**src/rtl/srx_pkg.sv**
```systemverilog
package srx_pkg;

   localparam int DATA_W = 8;

   // status word bit positions
   localparam int ST_FRM  = 16;
   localparam int ST_PAR  = 17;
   localparam int ST_BRK  = 18;
   localparam int ST_OVR  = 19;
   localparam int ST_EMPT = 24;
   localparam int ST_FULL = 25;

   typedef struct packed {
      logic              brk;
      logic              par;
      logic              frm;
      logic [DATA_W-1:0] data;
   } rx_char_t;

   localparam int CHAR_W = $bits(rx_char_t);

   typedef enum logic [2:0] {
      FR_IDLE,
      FR_START,
      FR_DATA,
      FR_PAR,
      FR_STOP
   } fr_state_e;

endpackage

```
**src/rtl/srx_bit_timer.sv**
```systemverilog
module srx_bit_timer #(
   parameter int INT_W  = 16,
   parameter int FRAC_W = 6
) (
   input  logic              clk,
   input  logic              rst_n,
   input  logic              restart,
   input  logic [INT_W-1:0]  div_int,
   input  logic [FRAC_W-1:0] div_frac,
   output logic              tick
);
   localparam int ACC_W = INT_W + FRAC_W + 1;
   localparam logic [ACC_W-1:0] ONE_CLK = ACC_W'(1) << FRAC_W;

   logic [ACC_W-1:0] acc;
   logic [ACC_W-1:0] period;
   logic [ACC_W-1:0] step_sum;

   assign period   = {1'b0, div_int, div_frac};
   assign step_sum = acc + ONE_CLK;
   assign tick     = !restart && (step_sum >= period);

   always_ff @(posedge clk or negedge rst_n) begin
      if (!rst_n)       acc <= '0;
      else if (restart) acc <= period >> 1;
      else if (tick)    acc <= step_sum - period;
      else              acc <= step_sum;
   end

   initial begin
      assert (INT_W >= 2 && FRAC_W >= 1)
         else $error("srx_bit_timer: divisor widths too small");
   end
endmodule

```
**src/rtl/srx_framer.sv**
```systemverilog
module srx_framer
   import srx_pkg::*;
(
   input  logic       clk,
   input  logic       rst_n,
   input  logic       rx_s,
   input  logic       rx_en,
   input  logic       bit_tick,
   input  logic [1:0] word_len,
   input  logic       parity_en,
   input  logic       parity_even,
   input  logic       two_stop,
   output logic       timer_restart,
   output logic       push,
   output rx_char_t   push_char
);
   fr_state_e         st;
   logic [3:0]        bit_cnt;
   logic [DATA_W-1:0] shreg;
   logic              par_bit;
   logic              any_one;
   logic              stop_bad;
   logic              stop_cnt;
   logic              rx_prev;

   logic              start_edge;
   logic [3:0]        last_bit;
   logic [DATA_W-1:0] data_al;
   logic              par_calc;
   logic              par_bad;
   logic              any_fin;
   logic              frm_fin;

   assign start_edge    = rx_en && rx_prev && !rx_s;
   assign timer_restart = (st == FR_IDLE) && start_edge;
   assign last_bit      = {2'b00, word_len} + 4'd4;

   assign push = rx_en && bit_tick && (st == FR_STOP) && (!two_stop || stop_cnt);

   // align the shifted-in word to bit 0
   assign data_al  = shreg >> (2'd3 - word_len);
   assign par_calc = ^data_al;
   assign par_bad  = parity_en && (par_bit != (parity_even ? par_calc : !par_calc));
   assign any_fin  = any_one | rx_s;
   assign frm_fin  = stop_bad | !rx_s;

   always_comb begin
      push_char      = '0;
      push_char.data = data_al;
      if (!any_fin)     push_char.brk = 1'b1;
      else if (par_bad) push_char.par = 1'b1;
      else if (frm_fin) push_char.frm = 1'b1;
   end

   always_ff @(posedge clk or negedge rst_n) begin
      if (!rst_n) begin
         st       <= FR_IDLE;
         bit_cnt  <= '0;
         shreg    <= '0;
         par_bit  <= 1'b0;
         any_one  <= 1'b0;
         stop_bad <= 1'b0;
         stop_cnt <= 1'b0;
         rx_prev  <= 1'b1;
      end else begin
         rx_prev <= rx_s;
         if (!rx_en) begin
            st <= FR_IDLE;
         end else begin
            unique case (st)
               FR_IDLE: begin
                  if (start_edge) begin
                     st       <= FR_START;
                     bit_cnt  <= '0;
                     any_one  <= 1'b0;
                     stop_bad <= 1'b0;
                     stop_cnt <= 1'b0;
                  end
               end
               FR_START: begin
                  if (bit_tick) st <= rx_s ? FR_IDLE : FR_DATA;
               end
               FR_DATA: begin
                  if (bit_tick) begin
                     shreg   <= {rx_s, shreg[DATA_W-1:1]};
                     any_one <= any_one | rx_s;
                     bit_cnt <= bit_cnt + 4'd1;
                     if (bit_cnt == last_bit) st <= parity_en ? FR_PAR : FR_STOP;
                  end
               end
               FR_PAR: begin
                  if (bit_tick) begin
                     par_bit <= rx_s;
                     any_one <= any_one | rx_s;
                     st      <= FR_STOP;
                  end
               end
               FR_STOP: begin
                  if (bit_tick) begin
                     if (two_stop && !stop_cnt) begin
                        stop_cnt <= 1'b1;
                        stop_bad <= frm_fin;
                        any_one  <= any_fin;
                     end else begin
                        st <= FR_IDLE;
                     end
                  end
               end
               default: st <= FR_IDLE;
            endcase
         end
      end
   end

   AST_ONE_MARK: assert property (@(posedge clk) disable iff (!rst_n)
      push |-> $onehot0({push_char.brk, push_char.par, push_char.frm}));
   AST_QUIET_OFF: assert property (@(posedge clk) disable iff (!rst_n)
      !rx_en |-> !push);
endmodule

```
**src/rtl/srx_fifo.sv**
```systemverilog
module srx_fifo #(
   parameter int W     = 11,
   parameter int DEPTH = 16
) (
   input  logic         clk,
   input  logic         rst_n,
   input  logic         push,
   input  logic [W-1:0] din,
   input  logic         pop,
   output logic [W-1:0] dout,
   output logic         empty,
   output logic         full,
   output logic [$clog2(DEPTH+1)-1:0] level
);
   localparam int PTR_W = $clog2(DEPTH);
   localparam int LVL_W = $clog2(DEPTH + 1);

   logic [W-1:0]     mem [DEPTH];
   logic [PTR_W-1:0] wptr;
   logic [PTR_W-1:0] rptr;
   logic             wr;
   logic             rd;

   assign empty = (level == '0);
   assign full  = (level == LVL_W'(DEPTH));
   assign wr    = push && !full;
   assign rd    = pop && !empty;
   assign dout  = mem[rptr];

   for (genvar i = 0; i < DEPTH; i++) begin : g_slot
      always_ff @(posedge clk or negedge rst_n) begin
         if (!rst_n)                           mem[i] <= '0;
         else if (wr && wptr == PTR_W'(i))     mem[i] <= din;
      end
   end

   always_ff @(posedge clk or negedge rst_n) begin
      if (!rst_n) begin
         wptr  <= '0;
         rptr  <= '0;
         level <= '0;
      end else begin
         if (wr) wptr <= wptr + PTR_W'(1);
         if (rd) rptr <= rptr + PTR_W'(1);
         unique case ({wr, rd})
            2'b10:   level <= level + LVL_W'(1);
            2'b01:   level <= level - LVL_W'(1);
            default: level <= level;
         endcase
      end
   end

   initial begin
      assert (DEPTH >= 2 && (DEPTH & (DEPTH - 1)) == 0)
         else $error("srx_fifo: DEPTH must be a power of two");
   end

   AST_LEVEL_BOUND: assert property (@(posedge clk) disable iff (!rst_n)
      level <= LVL_W'(DEPTH));
   AST_EMPTY_POP: assert property (@(posedge clk) disable iff (!rst_n)
      (empty && !push) |=> empty);
endmodule

```
**src/rtl/serial_rx_engine.sv**
```systemverilog
module serial_rx_engine
   import srx_pkg::*;
#(
   parameter int DEPTH       = 16,
   parameter int LEVEL_IRQ   = 8,
   parameter int RTS_LEVEL   = 14,
   parameter int CNT_W       = 16,
   parameter int RTO_W       = 11,
   parameter int INT_W       = 16,
   parameter int FRAC_W      = 6,
   parameter int SYNC_STAGES = 2
) (
   input  logic              clk,
   input  logic              rst_n,
   input  logic              rx_line,
   input  logic [INT_W-1:0]  div_int,
   input  logic [FRAC_W-1:0] div_frac,
   input  logic [1:0]        word_len,
   input  logic              parity_en,
   input  logic              parity_even,
   input  logic              two_stop,
   input  logic              rx_en,
   input  logic              rto_en,
   input  logic [RTO_W-1:0]  rto_limit,
   input  logic              flow_en,
   input  logic              pop,
   input  logic [3:0]        err_clr,
   output logic [CHAR_W-1:0] rd_data,
   output logic [31:0]       status,
   output logic              irq_level,
   output logic              irq_timeout,
   output logic              rts_ready
);
   localparam int LVL_W = $clog2(DEPTH + 1);

   logic [SYNC_STAGES-1:0] sync_q;
   logic                   rx_s;
   logic                   frame_tick;
   logic                   idle_tick;
   logic                   tmr_restart;
   logic                   push_evt;
   rx_char_t               push_char;
   logic                   fifo_empty;
   logic                   fifo_full;
   logic [LVL_W-1:0]       fifo_level;
   logic                   pop_eff;
   logic                   accept;
   logic [3:0]             err_q;
   logic [3:0]             err_set;
   logic [CNT_W-1:0]       rx_cnt;
   logic [RTO_W-1:0]       rto_cnt;
   logic                   rto_hit;

   // input synchroniser, idle level high
   for (genvar s = 0; s < SYNC_STAGES; s++) begin : g_sync
      always_ff @(posedge clk or negedge rst_n) begin
         if (!rst_n) sync_q[s] <= 1'b1;
         else        sync_q[s] <= (s == 0) ? rx_line : sync_q[(s == 0) ? 0 : s - 1];
      end
   end
   assign rx_s = sync_q[SYNC_STAGES-1];

   srx_bit_timer #(.INT_W(INT_W), .FRAC_W(FRAC_W)) u_frame_tmr (
      .clk(clk), .rst_n(rst_n), .restart(tmr_restart),
      .div_int(div_int), .div_frac(div_frac), .tick(frame_tick)
   );

   srx_bit_timer #(.INT_W(INT_W), .FRAC_W(FRAC_W)) u_idle_tmr (
      .clk(clk), .rst_n(rst_n), .restart(1'b0),
      .div_int(div_int), .div_frac(div_frac), .tick(idle_tick)
   );

   srx_framer u_framer (
      .clk(clk), .rst_n(rst_n), .rx_s(rx_s), .rx_en(rx_en),
      .bit_tick(frame_tick), .word_len(word_len), .parity_en(parity_en),
      .parity_even(parity_even), .two_stop(two_stop),
      .timer_restart(tmr_restart), .push(push_evt), .push_char(push_char)
   );

   srx_fifo #(.W(CHAR_W), .DEPTH(DEPTH)) u_fifo (
      .clk(clk), .rst_n(rst_n), .push(push_evt), .din(push_char),
      .pop(pop), .dout(rd_data), .empty(fifo_empty), .full(fifo_full),
      .level(fifo_level)
   );

   assign pop_eff = pop && !fifo_empty;
   assign accept  = push_evt && !fifo_full;
   assign err_set = {push_evt && fifo_full,
                     accept && push_char.brk,
                     accept && push_char.par,
                     accept && push_char.frm};

   always_ff @(posedge clk or negedge rst_n) begin
      if (!rst_n) begin
         err_q  <= '0;
         rx_cnt <= '0;
      end else begin
         err_q <= (err_q & ~err_clr) | err_set;
         if (accept) rx_cnt <= rx_cnt + CNT_W'(1);
      end
   end

   // idle timeout counted in free-running bit periods
   always_ff @(posedge clk or negedge rst_n) begin
      if (!rst_n) begin
         rto_cnt <= '0;
         rto_hit <= 1'b0;
      end else if (!rto_en || fifo_empty || push_evt || pop_eff) begin
         rto_cnt <= '0;
         rto_hit <= 1'b0;
      end else if (idle_tick && !rto_hit) begin
         rto_cnt <= rto_cnt + RTO_W'(1);
         if (rto_cnt + RTO_W'(1) >= rto_limit) rto_hit <= 1'b1;
      end
   end

   always_comb begin
      status          = '0;
      status[15:0]    = 16'(rx_cnt);
      status[ST_FRM]  = err_q[0];
      status[ST_PAR]  = err_q[1];
      status[ST_BRK]  = err_q[2];
      status[ST_OVR]  = err_q[3];
      status[ST_EMPT] = fifo_empty;
      status[ST_FULL] = fifo_full;
   end

   assign irq_level   = fifo_level >= LVL_W'(LEVEL_IRQ);
   assign irq_timeout = rto_hit;
   assign rts_ready   = !flow_en || (fifo_level < LVL_W'(RTS_LEVEL));

   initial begin
      assert (LEVEL_IRQ >= 1 && LEVEL_IRQ <= DEPTH)
         else $error("serial_rx_engine: LEVEL_IRQ out of range");
      assert (RTS_LEVEL >= 1 && RTS_LEVEL <= DEPTH)
         else $error("serial_rx_engine: RTS_LEVEL out of range");
      assert (SYNC_STAGES >= 2 && CNT_W >= 1 && CNT_W <= 16 && RTO_W >= 1)
         else $error("serial_rx_engine: bad width parameter");
   end

   AST_EMPTY_QUIET: assert property (@(posedge clk) disable iff (!rst_n)
      fifo_empty |-> !irq_timeout);
   AST_DROP_KEEPS: assert property (@(posedge clk) disable iff (!rst_n)
      (push_evt && fifo_full && !pop) |=> (fifo_full && err_q[3]));
   AST_STICKY: assert property (@(posedge clk) disable iff (!rst_n)
      rst_n |=> ((($past(err_q) & ~$past(err_clr)) & ~err_q) == 4'b0));
   AST_CNT_STEP: assert property (@(posedge clk) disable iff (!rst_n)
      !accept |=> $stable(rx_cnt));
endmodule

```
**config.mk**
```make
export PLATFORM = sky130hd
export DESIGN_NAME = serial_rx_engine
export DESIGN_NICKNAME = d
export VERILOG_FILES = /design/src/rtl/srx_pkg.sv /design/src/rtl/srx_bit_timer.sv /design/src/rtl/srx_framer.sv /design/src/rtl/srx_fifo.sv /design/src/rtl/serial_rx_engine.sv
export SDC_FILE = /design/constraint.sdc
export NUM_CORES = 1
export LEC_CHECK = 0
export ABC_AREA = 1
export BUFFER_PORTS_ARGS = -buffer_cell sky130_fd_sc_hd__clkbuf_2
export CORE_ASPECT_RATIO = 2
export CORE_MARGIN = 2
export CORE_UTILIZATION = 49
export CTS_CLUSTER_DIAMETER = 50
export DETAILED_ROUTE_END_ITERATION = 8
export PLACE_DENSITY = 0.66
export SYNTH_ARGS = -nofsm -noshare
export SYNTH_HDL_FRONTEND = slang
export SYNTH_SLANG_ARGS = --single-unit
```
**constraint.sdc**
```tcl
create_clock -name clk -period 8.65 [get_ports clk]
set_input_delay 0 -clock clk [delete_from_list [all_inputs] [get_ports clk]]
set_output_delay 0 -clock clk [all_outputs]
set_load 0.02 [all_outputs]
```
==> impl_metrics.csv <==
group,metric,value,unit
route,ant_nets,0,
synthesis,yosysTopAreaCellShare,40.1,%
route,avgRoutedWirePerCell,18.7,um
clock_tree,cts_resized,0,
sta,drv_slew,0,
synthesis,syn_area,0.0178,mm^2
clock_tree,clockRootBuffer,"clkbuf_16",
critical_path,crit_path_start_kind,"flip-flop",
synthesis,synth.mux.area_fraction,2.08,%
route,vias,16440,
sta,max_freq,186,MHz
clock_tree,cts_made_buffers,30,
layout,drive_above_1_share,7.14,%
power,cellLeakagePower,10.4,nW
sta,slew_headroom,29.8,%
route,drt_iter0_drc,1000,
synthesis,ys_async_sr_fraction,100,%
outcome,violations,"negative hold slack",
sta,fin_skew,0.0271,ns
sta,hold_viol,1,
synthesis,yosys-top-cells-count,"930 x nand2_1, 286 x dfrtp_1, 198 x nor2_1",
sta,fin_crit,5.38,ns
sta,rsz0062_at_grt,"no",
power,pwr_density_cell,325,mW/mm^2
clock_tree,cts.clk_slew.worst_paths,0.07,ns
floorplan,coreArea,0.0358,mm^2
clock_tree,cts.sinks,289,
global_routing,grt_usage,29.4,%
floorplan,rows,98,
flow_run,max-cap-violations,0,
clock_tree,cts_tree,"yes",
synthesis,ys_ff_latch,289,
route,firstDrtPassIters,5,
sta,min_period_over_period,62.1,%
critical_path,slowest_stage,"buf_4",
worst_hold_path,worst_hold_path_type,"in2async",
synthesis,synthTopCellsByArea,"dfrtp_1 40%, nand2_1 20%, ha_1 4.8%, o21ai_0 4.4%, nor2_1 4.2%",
sta,timing.hold.ws,-0.0000463,ns
floorplan,fp.dieArea,0.0380,mm^2
clock_tree,clock_path_buffers,3,
floorplan,start_util,49.8,%
critical_path,required,9.16,ns
global_routing,first_global_vias,16703,
route,viasPerCell,5.54,
clock_tree,clock_latency,0.59,ns
synthesis,synth.most_common_cell,"nand2_1",
synthesis,yosysTopAreaCell,"dfrtp_1",
critical_path,path_class,"reg2reg",
synthesis,synth-xor-area-share,4.42,%
synthesis,synth_edf_count,0,
critical_path,cp_max_fo,66,
sta,tns,0,ns
route,routed_wl,55600,um
synthesis,synth_cell_type_count,46,
floorplan,fp.dieW,139,um
floorplan,ios,95,
sta,setup_viol,0,
clock_tree,cts_hold_buf,35,
synthesis,ys_seq_area_share,40.6,%
clock_tree,cts_setup_buffers,0,
synthesis,syn_inst,2444,
clock_tree,h-tree-depth,1,
synthesis,yosysWarnings,0,
floorplan,die_y,274,um
layout,nets,2616,
global_routing,antenna_found_initial,0,
layout,syn2layout_area_growth,11.0,%
synthesis,yosys.area_share.simple,30.0,%
global_routing,grt_max_degree,91,
synthesis,synth_top_family_by_area,"simple AND/OR/NAND/NOR gates",
critical_path,worst_setup_path_end_kind,"flip-flop",
global_routing,grt-ovfl-total,0,
place,hpwl,40800,um
place,place_congestion,0.962,
global_routing,grt_pass1_wl,88400,um
synthesis,synth_compound_area_share,10.3,%
outcome,outcome,"finished, violations left",
place,port_buffers,84,
sta,tightest_slew,1.05,ns
critical_path,critPathArrivalTime,5.88,ns
power,peakVddDrop,291,uV
critical_path,slowest_delay,0.57,ns
synthesis,synth_fa_ha_area_share,4.99,%
layout,diodes,0,
route,drc,0,
synthesis,synth_ff_type,"dfrtp_1",
synthesis,syn_avg_cell_area,7.30,um^2
[sequential cells by signal, summed over array words and instances, names as in the netlist]
| name | flops |
|---|---|
| sync_q | 1 |
| u_fifo.wptr | 4 |
| u_framer.shreg | 8 |
| u_framer.par_bit | 1 |
| u_framer.bit_cnt | 4 |
| u_framer.any_one | 1 |
| u_idle_tmr.acc | 23 |
| u_framer.st | 3 |
| rto_cnt | 11 |
| irq_timeout | 1 |
| u_fifo.rptr | 4 |
| u_fifo.mem | 176 |
| rx_s | 1 |
| u_fifo.level | 5 |
| err_q | 4 |
| u_framer.rx_prev | 1 |
| rx_cnt | 16 |
| u_frame_tmr.acc | 23 |
| u_framer.stop_cnt | 1 |
| u_framer.stop_bad | 1 |
[layer usage]
layer,up-vias,share of wire [%],global-route usage (%)
li1,7925,-,-
met3,220,3.2,2.54
met5,-,0,0
met2,474,55,57.3
met1,7821,33,27.9
met4,0,8.9,22.5
[critical path: cells and delay by family, from the launching register on]
family / cells / cell delay (ns)
AND/OR/NAND/NOR: 15 / 2.46
XOR/XNOR: 2 / 0.38
AO/OA/AOI/OAI: 4 / 0.45
buffers and inverters: 2 / 0.67
flip-flops: 1 / 0.39
adder cells (fa/ha/maj): 3 / 0.93
[cell type report]
class,count,area [um^2]
repair buffers,130,863
clock buffers,41,833
fillers,3487,16000
well taps,450,563
clock inverters,14,254
inverters,203,762
flip-flops and latches,289,7240
multi-input cells,1843,9290
[power by group]
group | switching (W) | internal [W] | total, W | leakage [nW]
registers | 0.000229 | 0.00157 | 0.00180 | 3.88
logic | 0.00217 | 0.00103 | 0.00320 | 6.00
clock network | 0.000585 | 0.000860 | 0.00144 | 0.521
total | 0.00299 | 0.00346 | 0.00644 | 10.4
[kinds of logic after synthesis]
logic type / count (synthesis)
DFF: 289
muxes: 37
AOI/OAI and AO/OA: 316
buffers and inverters: 321
and+or+nand+nor: 1320
xor gates and xnor gates: 90
adders and majority gates: 70
other: 1
[cells in the final DEF (no fill, tap or decap), types with 8 or more instances in the layout]
cell	n
dlygate4sd3_1	35
nor3_1	22
nand3b_1	10
xor2_1	53
clkbuf_2	83
dfrtp_1	284
ha_1	68
o21ai_0	157
buf_4	11
o221ai_1	44
o211ai_1	13
clkbuf_1	8
nand3_1	98
inv_1	197
conb_1	10
xnor2_1	37
nand4_1	24
a21oi_1	67
mux2i_1	36
nor2_1	197
clkbuf_16	31
nand2_1	930
o21bai_1	8
[final timing paths]
kind                                          startpoint                              to  slack [ns]  cells after the start
max reg2reg                u_frame_tmr.acc[10]$_DFF_PN0_     u_fifo.level[4]$_DFFE_PN0P_        3.27                     26
max in group asynchronous                          rst_n  u_frame_tmr.acc[5]$_DFFE_PN0P_        7.01                      3
max                        u_frame_tmr.acc[10]$_DFF_PN0_     u_fifo.level[4]$_DFFE_PN0P_        3.27                     26
min in group clk                            rto_limit[0]         irq_timeout$_DFFE_PN0P_        0.01                      6
min                                                rst_n      u_fifo.mem[41]$_DFFE_PN0P_    -0.00005                      2
min reg2reg                          sync_q[0]$_DFF_PN1_                  rx_s$_DFF_PN1_        0.38                      0
[metrics by stage]
step | instance area, um^2 | total power, W | instances | utilization, % | setup slack, ns
after detailed placement | 18400 | 0.00498 | 2880 | 51.3 | 3.39
after floorplan | 17900 | 0.00398 | 2453 | - | 4.25
after global routing | 19800 | 0.00688 | 2970 | 55.3 | 2.75
after CTS | 19800 | 0.00646 | 2970 | 55.3 | 3.39
after global placement | 18400 | 0.00493 | 2880 | 51.3 | 3.55
final | 19800 | 0.00644 | 2970 | 55.3 | 3.27
(Power assumes the default switching activity.)
